===== src/rtl/dso_pkg.sv =====
package dso_pkg;

    localparam int WORD_W = 32;
    localparam int ADDR_W = 32;
    localparam int META_W = 16;

    // flags word field positions (decoded by software and by this engine)
    localparam int FLG_EOL  = 0;
    localparam int FLG_OEOP = 3;
    localparam int FLG_INTR = 4;
    localparam int FLG_META = 16;

    typedef enum logic [2:0] {
        ST_IDLE,
        ST_FETCH,
        ST_META,
        ST_PLAN,
        ST_READ,
        ST_PUSH,
        ST_WBACK,
        ST_DONE
    } dso_state_e;

endpackage


===== src/rtl/dso_len_calc.sv =====
module dso_len_calc
    import dso_pkg::*;
#(
    parameter int MAX_BURST_BYTES = 2048,
    parameter int BURST_W         = $clog2(MAX_BURST_BYTES) + 1
) (
    input  logic [ADDR_W-1:0]  cur_ptr,
    input  logic [ADDR_W-1:0]  end_addr,
    output logic [BURST_W-1:0] burst_bytes,
    output logic               at_end,
    output logic               final_burst
);

    logic [ADDR_W-1:0] remain;

    always_comb begin
        remain      = end_addr - cur_ptr;
        at_end      = (end_addr <= cur_ptr);
        final_burst = (remain <= ADDR_W'(MAX_BURST_BYTES));
        burst_bytes = final_burst ? remain[BURST_W-1:0] : BURST_W'(MAX_BURST_BYTES);
    end

endmodule


===== src/rtl/dso_seq.sv =====
module dso_seq
    import dso_pkg::*;
#(
    parameter int BURST_W = 12
) (
    input  logic               clk,
    input  logic               rst_n,
    input  logic               cfg_enable,
    input  logic               cfg_stop,
    input  logic               start,
    input  logic [ADDR_W-1:0]  start_addr,
    input  logic               cont,
    output logic               mem_req,
    output logic               mem_we,
    output logic [ADDR_W-1:0]  mem_addr,
    output logic [WORD_W-1:0]  mem_wdata,
    input  logic               mem_ack,
    input  logic [WORD_W-1:0]  mem_rdata,
    output logic               strm_valid,
    input  logic               strm_ready,
    output logic [WORD_W-1:0]  strm_data,
    output logic               strm_last,
    output logic               meta_valid,
    output logic [META_W-1:0]  meta_data,
    output logic               irq_done,
    output logic               eol_flag,
    output logic               running,
    output logic               busy,
    output logic [ADDR_W-1:0]  calc_ptr,
    output logic [ADDR_W-1:0]  calc_end,
    input  logic [BURST_W-1:0] calc_burst,
    input  logic               calc_at_end,
    input  logic               calc_final
);

    localparam logic [BURST_W-1:0] WORD_BYTES = BURST_W'(4);

    dso_state_e        state, state_nx;
    logic [1:0]        word_idx;
    logic              cont_mode;
    logic              meta_owed;
    logic [ADDR_W-1:0] dscr_addr;
    logic [ADDR_W-1:0] d_next;
    logic [ADDR_W-1:0] d_buf;
    logic [WORD_W-1:0] d_flags;
    logic [ADDR_W-1:0] d_end;
    logic [ADDR_W-1:0] ptr;
    logic [BURST_W-1:0] burst_left;
    logic              burst_final;
    logic [WORD_W-1:0] data_q;

    logic start_ok;
    logic cont_ok;
    logic gate_open;

    assign gate_open = cfg_enable && !cfg_stop;
    assign start_ok  = (state == ST_IDLE) && start && gate_open;
    assign cont_ok   = (state == ST_IDLE) && cont && gate_open && running
                       && eol_flag && d_flags[FLG_EOL];

    assign calc_ptr = ptr;
    assign calc_end = d_end;

    // state register
    always_ff @(posedge clk or negedge rst_n) begin
        if (!rst_n) state <= ST_IDLE;
        else        state <= state_nx;
    end

    // next-state logic
    always_comb begin
        state_nx = state;
        unique case (state)
            ST_IDLE: begin
                if (start_ok || cont_ok) state_nx = ST_FETCH;
            end
            ST_FETCH: begin
                if (mem_ack && word_idx == 2'd3) begin
                    if (cont_mode)      state_nx = d_flags[FLG_EOL] ? ST_IDLE : ST_FETCH;
                    else if (meta_owed) state_nx = ST_META;
                    else                state_nx = ST_PLAN;
                end
            end
            ST_META:  state_nx = ST_PLAN;
            ST_PLAN:  state_nx = calc_at_end ? ST_WBACK : ST_READ;
            ST_READ: begin
                if (mem_ack) state_nx = ST_PUSH;
            end
            ST_PUSH: begin
                if (strm_ready) state_nx = (burst_left <= WORD_BYTES) ? ST_PLAN : ST_READ;
            end
            ST_WBACK: begin
                if (mem_ack && word_idx == 2'd3) state_nx = ST_DONE;
            end
            ST_DONE:  state_nx = d_flags[FLG_EOL] ? ST_IDLE : ST_FETCH;
            default:  state_nx = ST_IDLE;
        endcase
    end

    // datapath registers
    always_ff @(posedge clk or negedge rst_n) begin
        if (!rst_n) begin
            word_idx    <= '0;
            cont_mode   <= 1'b0;
            meta_owed   <= 1'b0;
            dscr_addr   <= '0;
            d_next      <= '0;
            d_buf       <= '0;
            d_flags     <= '0;
            d_end       <= '0;
            ptr         <= '0;
            burst_left  <= '0;
            burst_final <= 1'b0;
            data_q      <= '0;
            eol_flag    <= 1'b0;
            running     <= 1'b0;
        end else begin
            if (!gate_open) running <= 1'b0;
            unique case (state)
                ST_IDLE: begin
                    if (start_ok) begin
                        dscr_addr <= start_addr;
                        eol_flag  <= 1'b0;
                        running   <= 1'b1;
                        cont_mode <= 1'b0;
                        meta_owed <= 1'b1;
                        word_idx  <= '0;
                    end else if (cont_ok) begin
                        cont_mode <= 1'b1;
                        word_idx  <= '0;
                    end
                end
                ST_FETCH: begin
                    if (mem_ack) begin
                        word_idx <= word_idx + 2'd1;
                        unique case (word_idx)
                            2'd0: d_next  <= mem_rdata;
                            2'd1: d_buf   <= mem_rdata;
                            2'd2: d_flags <= mem_rdata;
                            2'd3: d_end   <= mem_rdata;
                            default: ;
                        endcase
                        if (word_idx == 2'd3) begin
                            if (cont_mode) begin
                                cont_mode <= 1'b0;
                                if (!d_flags[FLG_EOL]) begin
                                    dscr_addr <= d_next;
                                    eol_flag  <= 1'b0;
                                    meta_owed <= 1'b1;
                                end
                            end else begin
                                ptr <= d_buf;
                            end
                        end
                    end
                end
                ST_META: meta_owed <= 1'b0;
                ST_PLAN: begin
                    burst_left  <= calc_burst;
                    burst_final <= calc_final;
                    word_idx    <= '0;
                end
                ST_READ: begin
                    if (mem_ack) data_q <= mem_rdata;
                end
                ST_PUSH: begin
                    if (strm_ready) begin
                        ptr        <= ptr + ADDR_W'(4);
                        burst_left <= burst_left - WORD_BYTES;
                    end
                end
                ST_WBACK: begin
                    if (mem_ack) word_idx <= word_idx + 2'd1;
                end
                ST_DONE: begin
                    word_idx <= '0;
                    if (d_flags[FLG_EOL]) begin
                        eol_flag <= 1'b1;
                    end else begin
                        dscr_addr <= d_next;
                        meta_owed <= d_flags[FLG_OEOP];
                    end
                end
                default: ;
            endcase
        end
    end

    // outputs
    always_comb begin
        mem_req    = 1'b0;
        mem_we     = 1'b0;
        mem_addr   = dscr_addr + {{(ADDR_W-4){1'b0}}, word_idx, 2'b00};
        unique case (word_idx)
            2'd0: mem_wdata = d_next;
            2'd1: mem_wdata = d_buf;
            2'd2: mem_wdata = d_flags;
            2'd3: mem_wdata = d_end;
            default: mem_wdata = d_next;
        endcase
        strm_valid = 1'b0;
        strm_last  = 1'b0;
        strm_data  = data_q;
        meta_valid = 1'b0;
        meta_data  = d_flags[FLG_META +: META_W];
        irq_done   = 1'b0;
        busy       = (state != ST_IDLE);
        unique case (state)
            ST_FETCH: mem_req = 1'b1;
            ST_READ: begin
                mem_req  = 1'b1;
                mem_addr = ptr;
            end
            ST_WBACK: begin
                mem_req = 1'b1;
                mem_we  = 1'b1;
            end
            ST_META:  meta_valid = 1'b1;
            ST_PUSH: begin
                strm_valid = 1'b1;
                strm_last  = burst_final && (burst_left <= WORD_BYTES) && d_flags[FLG_OEOP];
            end
            ST_DONE:  irq_done = d_flags[FLG_INTR];
            default: ;
        endcase
    end

endmodule


===== src/rtl/dscr_out_engine.sv =====
module dscr_out_engine
    import dso_pkg::*;
#(
    parameter int MAX_BURST_BYTES = 2048
) (
    input  logic                clk,
    input  logic                rst_n,
    input  logic                cfg_enable,
    input  logic                cfg_stop,
    input  logic                start,
    input  logic [ADDR_W-1:0]   start_addr,
    input  logic                cont,
    output logic                mem_req,
    output logic                mem_we,
    output logic [ADDR_W-1:0]   mem_addr,
    output logic [WORD_W-1:0]   mem_wdata,
    input  logic                mem_ack,
    input  logic [WORD_W-1:0]   mem_rdata,
    output logic                strm_valid,
    input  logic                strm_ready,
    output logic [WORD_W-1:0]   strm_data,
    output logic                strm_last,
    output logic                meta_valid,
    output logic [META_W-1:0]   meta_data,
    output logic                irq_done,
    output logic                eol_flag,
    output logic                running,
    output logic                busy
);

    localparam int BURST_W = $clog2(MAX_BURST_BYTES) + 1;

    logic [ADDR_W-1:0]  calc_ptr;
    logic [ADDR_W-1:0]  calc_end;
    logic [BURST_W-1:0] calc_burst;
    logic               calc_at_end;
    logic               calc_final;

    dso_len_calc #(
        .MAX_BURST_BYTES (MAX_BURST_BYTES),
        .BURST_W         (BURST_W)
    ) i_len (
        .cur_ptr     (calc_ptr),
        .end_addr    (calc_end),
        .burst_bytes (calc_burst),
        .at_end      (calc_at_end),
        .final_burst (calc_final)
    );

    dso_seq #(
        .BURST_W (BURST_W)
    ) i_seq (
        .clk         (clk),
        .rst_n       (rst_n),
        .cfg_enable  (cfg_enable),
        .cfg_stop    (cfg_stop),
        .start       (start),
        .start_addr  (start_addr),
        .cont        (cont),
        .mem_req     (mem_req),
        .mem_we      (mem_we),
        .mem_addr    (mem_addr),
        .mem_wdata   (mem_wdata),
        .mem_ack     (mem_ack),
        .mem_rdata   (mem_rdata),
        .strm_valid  (strm_valid),
        .strm_ready  (strm_ready),
        .strm_data   (strm_data),
        .strm_last   (strm_last),
        .meta_valid  (meta_valid),
        .meta_data   (meta_data),
        .irq_done    (irq_done),
        .eol_flag    (eol_flag),
        .running     (running),
        .busy        (busy),
        .calc_ptr    (calc_ptr),
        .calc_end    (calc_end),
        .calc_burst  (calc_burst),
        .calc_at_end (calc_at_end),
        .calc_final  (calc_final)
    );

endmodule


===== config.mk =====
export PLATFORM = sky130hd
export DESIGN_NAME = dscr_out_engine
export DESIGN_NICKNAME = d
export VERILOG_FILES = /design/src/rtl/dso_pkg.sv /design/src/rtl/dso_len_calc.sv /design/src/rtl/dso_seq.sv /design/src/rtl/dscr_out_engine.sv
export SDC_FILE = /design/constraint.sdc
export NUM_CORES = 1
export LEC_CHECK = 0
export BUFFER_PORTS_ARGS = -buffer_cell sky130_fd_sc_hd__buf_2
export CORE_UTILIZATION = 47
export DETAILED_ROUTE_END_ITERATION = 8
export PLACE_DENSITY_LB_ADDON = 0.12
export SLEW_MARGIN = 20
export SYNTH_ARGS = -nofsm -noshare
export SYNTH_HDL_FRONTEND = slang
export SYNTH_SLANG_ARGS = --single-unit

===== constraint.sdc =====
create_clock -name clk -period 5.7 [get_ports clk]
set_input_delay 0.57 -clock clk [delete_from_list [all_inputs] [get_ports clk]]
set_output_delay 0.57 -clock clk [all_outputs]
set_load 0.03 [all_outputs]

==> metrics <==
register area share after synthesis 42.1%; Row Count 64; max-cap viol count 0; first-pass GRT wire length 67600 um; fin crit share 81.9%; Pwr Density 641 nW/um2; full die area 31800 um2; IO Port Bufs 192; Die Ht about 180 um; GPL Wtd Cong about 0.93; Total Routing Usage GR 27.2%; ys flop type dfrtp_1; vias per cell 5.84; Post-CTS Resized 0; WP data arrival 4.10 ns; drt drc 0; Syn Inst Count 1620; power consumption 10.7 mW; R2R Path End i_seq.calc_ptr[6]$_DFFE_PN0P_; Worst Tran Pin Value roughly 1.0 ns; Yosys cell types between 60 and 70; maximum number of pins on one net before global-route repair 126; Slew Limit Fails 0; cts hold-fix bufs 0; crit-path max FO 5; setup TNS 0 ns; ant diodes 0; min cycle time layout roughly 4.7 ns; status finished clean; Initial Utilization 47.8%; First-pass DRT Iterations 6; CTS root buf clkbuf_16; clock-pin slew on the worst setup and hold paths 0.06 ns; leakage power around 8 nW; P&R area growth vs syn 14.6%; Rel. slew slack 32.6%; initial antenna violation count 0; Multi-input gate area ~7700 um2; final hold vios 0; Sink Count 246; required time worst endpoint 5.13 ns; pre-CTS setup slack roughly 1.6 ns; worst vdd ir 0.000308 V; Die Wd 178 um; Final Non-Filler Cells between 2000 and 2500; Final Skew 0.00856 ns; synthesized flop and latch total 246; Critical Path Sink Type output pin; Iteration-0 DRC Markers 1047; setup ws final approximately 1.0 ns; Fill cells roughly 2900; Congestion Overflow GR 0; HP Class primary input to async pin; EDFF count, synth 0; WL per Instance 20.1 um; nets 1863; area of the mapped netlist between 10000 and 15000 um2; YS warnings 0; asr flop ratio synth 100%; Setup Crit Path Kind register to output pin; fmax 0.214 GHz; Routed WL 43400 um; Reg2Reg Setup Slack 1.70 ns; worst r2r src i_seq.state[2]$_DFFE_PN0P_; Inst Count DP between 2000 and 2500; TritonCTS Buffers 28; Synth Area per Inst 9.02 um2; via count 12627; final setup vio count 0; RSZ-0062 raised after global routing false; CTS tree done; post-CTS setup buffers 0; Post-Syn Nets 1736; Core Region a little over 30000 um2; Seq. cell area between 6000 and 7000 um2; Bufs on Longest Clock Path 3; io pins 193; layout cells sized above 1 23.2%; vias in the first global route ~12000; CP startpoint kind register; Skew-Pair Late Insertion Delay 0.54 ns; Routed Antenna Nets 0; Worst Reg-to-Reg Cells 7; H-tree levels 1; Post-DP HPWL between 30000 and 40000 um; commonest cells after routing, fill and taps aside 246 x nand2_1, 246 x dfrtp_1, 191 x buf_2, 134 x a21oi_1, 132 x mux2_2
[cells by family after synthesis]
family | after synthesis | synth area share (%)
compound gates | 425 | 18.0
xor+xnor | 43 | 2.58
fa+ha+maj | 44 | 3.87
buf+inv | 198 | 5.54
flops | 246 | 42.1
mux | 168 | 12.6
simple gates | 496 | 15.2
[per-stage QoR]
stage	hold WS, ns	utilization (%)	cell area, um2
floorplan	0.274	-	14600
global placement	0.458	51.6	15800
detailed placement	0.464	51.6	15800
CTS	0.155	54.7	16700
global route	0.175	54.7	16700
finish	0.0569	54.7	16700
[state kept, by name, indices dropped and copies added, names as in the netlist, 2 cells and up]
name / flops
i_seq.burst_left: 12
i_seq.calc_end: 32
i_seq.calc_ptr: 32
i_seq.d_buf: 32
i_seq.d_flags: 32
i_seq.d_next: 32
i_seq.dscr_addr: 32
i_seq.state: 3
i_seq.strm_data: 32
i_seq.word_idx: 2
[area by class of cell]
type / instances / area share [%]
Clock buffer: 40 / 4.88
Clock inverter: 11 / 0.800
Inverter: 86 / 1.93
Multi-Input combinational cell: 1176 / 46.0
Sequential cell: 246 / 36.8
Tap cell: 396 / 2.96
Timing Repair Buffer: 209 / 6.64
[synthesized netlist by cell type (all sizes together), types with 5 or more instances]
library cell	number	area share, %
o22ai	17	0.73
mux2	132	10
a21boi	5	0.26
and2	5	0.21
nor3	27	0.92
nor4	7	0.34
o31ai	6	0.34
o211ai	8	0.41
xnor2	24	1.4
dfrtp	246	42
o21a	8	0.41
inv	86	2.2
nand3	42	1.4
buf	30	1.2
o21ai	133	4.6
a22oi	10	0.51
clkbuf	82	2.1
nor2	87	2.2
and3	16	0.68
xor2	19	1.1
a21o	22	1.1
mux2i	36	2.5
a31oi	10	0.43
nand2b	10	0.43
nand2	246	6.3
ha	42	3.6
or3	5	0.21
a222oi	32	2.2
nand4	23	0.98
nor2b	8	0.34
a21oi	135	4.6
[per-layer routing]
layer | routed length [um] | global-route usage [%] | share of wire, % | vias up
met1 | 20100 | 38.7 | 46 | 6178
met2 | 20300 | 44.2 | 47 | 367
met3 | 2290 | 3.32 | 5.3 | 58
met4 | 739 | 6.21 | 1.7 | 0
li1 | - | - | - | 6024
met5 | 0 | 0 | 0 | -
[worst max-delay path by stage]
stage | from | depth (start not counted) | end | slack (ns)
after floorplan | i_seq.word_idx[0]$_DFFE_PN0P_ | 11 | mem_addr[28] | 2.16
after global routing | i_seq.word_idx[0]$_DFFE_PN0P_ | 11 | mem_addr[30] | 0.87
final | i_seq.word_idx[0]$_DFFE_PN0P_ | 11 | mem_addr[30] | 1.03
after CTS | i_seq.word_idx[0]$_DFFE_PN0P_ | 11 | mem_addr[30] | 1.03
after detailed placement | i_seq.word_idx[0]$_DFFE_PN0P_ | 11 | mem_addr[30] | 1.61
after global placement | i_seq.word_idx[0]$_DFFE_PN0P_ | 11 | mem_addr[30] | 1.64
[power breakdown]
part | total [mW] | switching [mW] | internal, mW | leakage (nW)
combinational | 5.68 | 3.71 | 1.97 | 4.49
sequential | 3.20 | 0.693 | 2.51 | 3.12
clock | 1.85 | 0.725 | 1.13 | 0.474
[critical path, stage by stage (launching register included)]
cell,delay [ns]
dfrtp_1,0.42
ha_1,0.20
inv_1,0.05
fa_1,0.46
nor4_1,0.89
and3_1,0.49
nand2_1,0.17
nor2_1,0.23
nand2_1,0.10
xor2_1,0.15
o21ai_0,0.15
buf_2,0.22
Note: power is estimated with default switching activity, not from simulation.
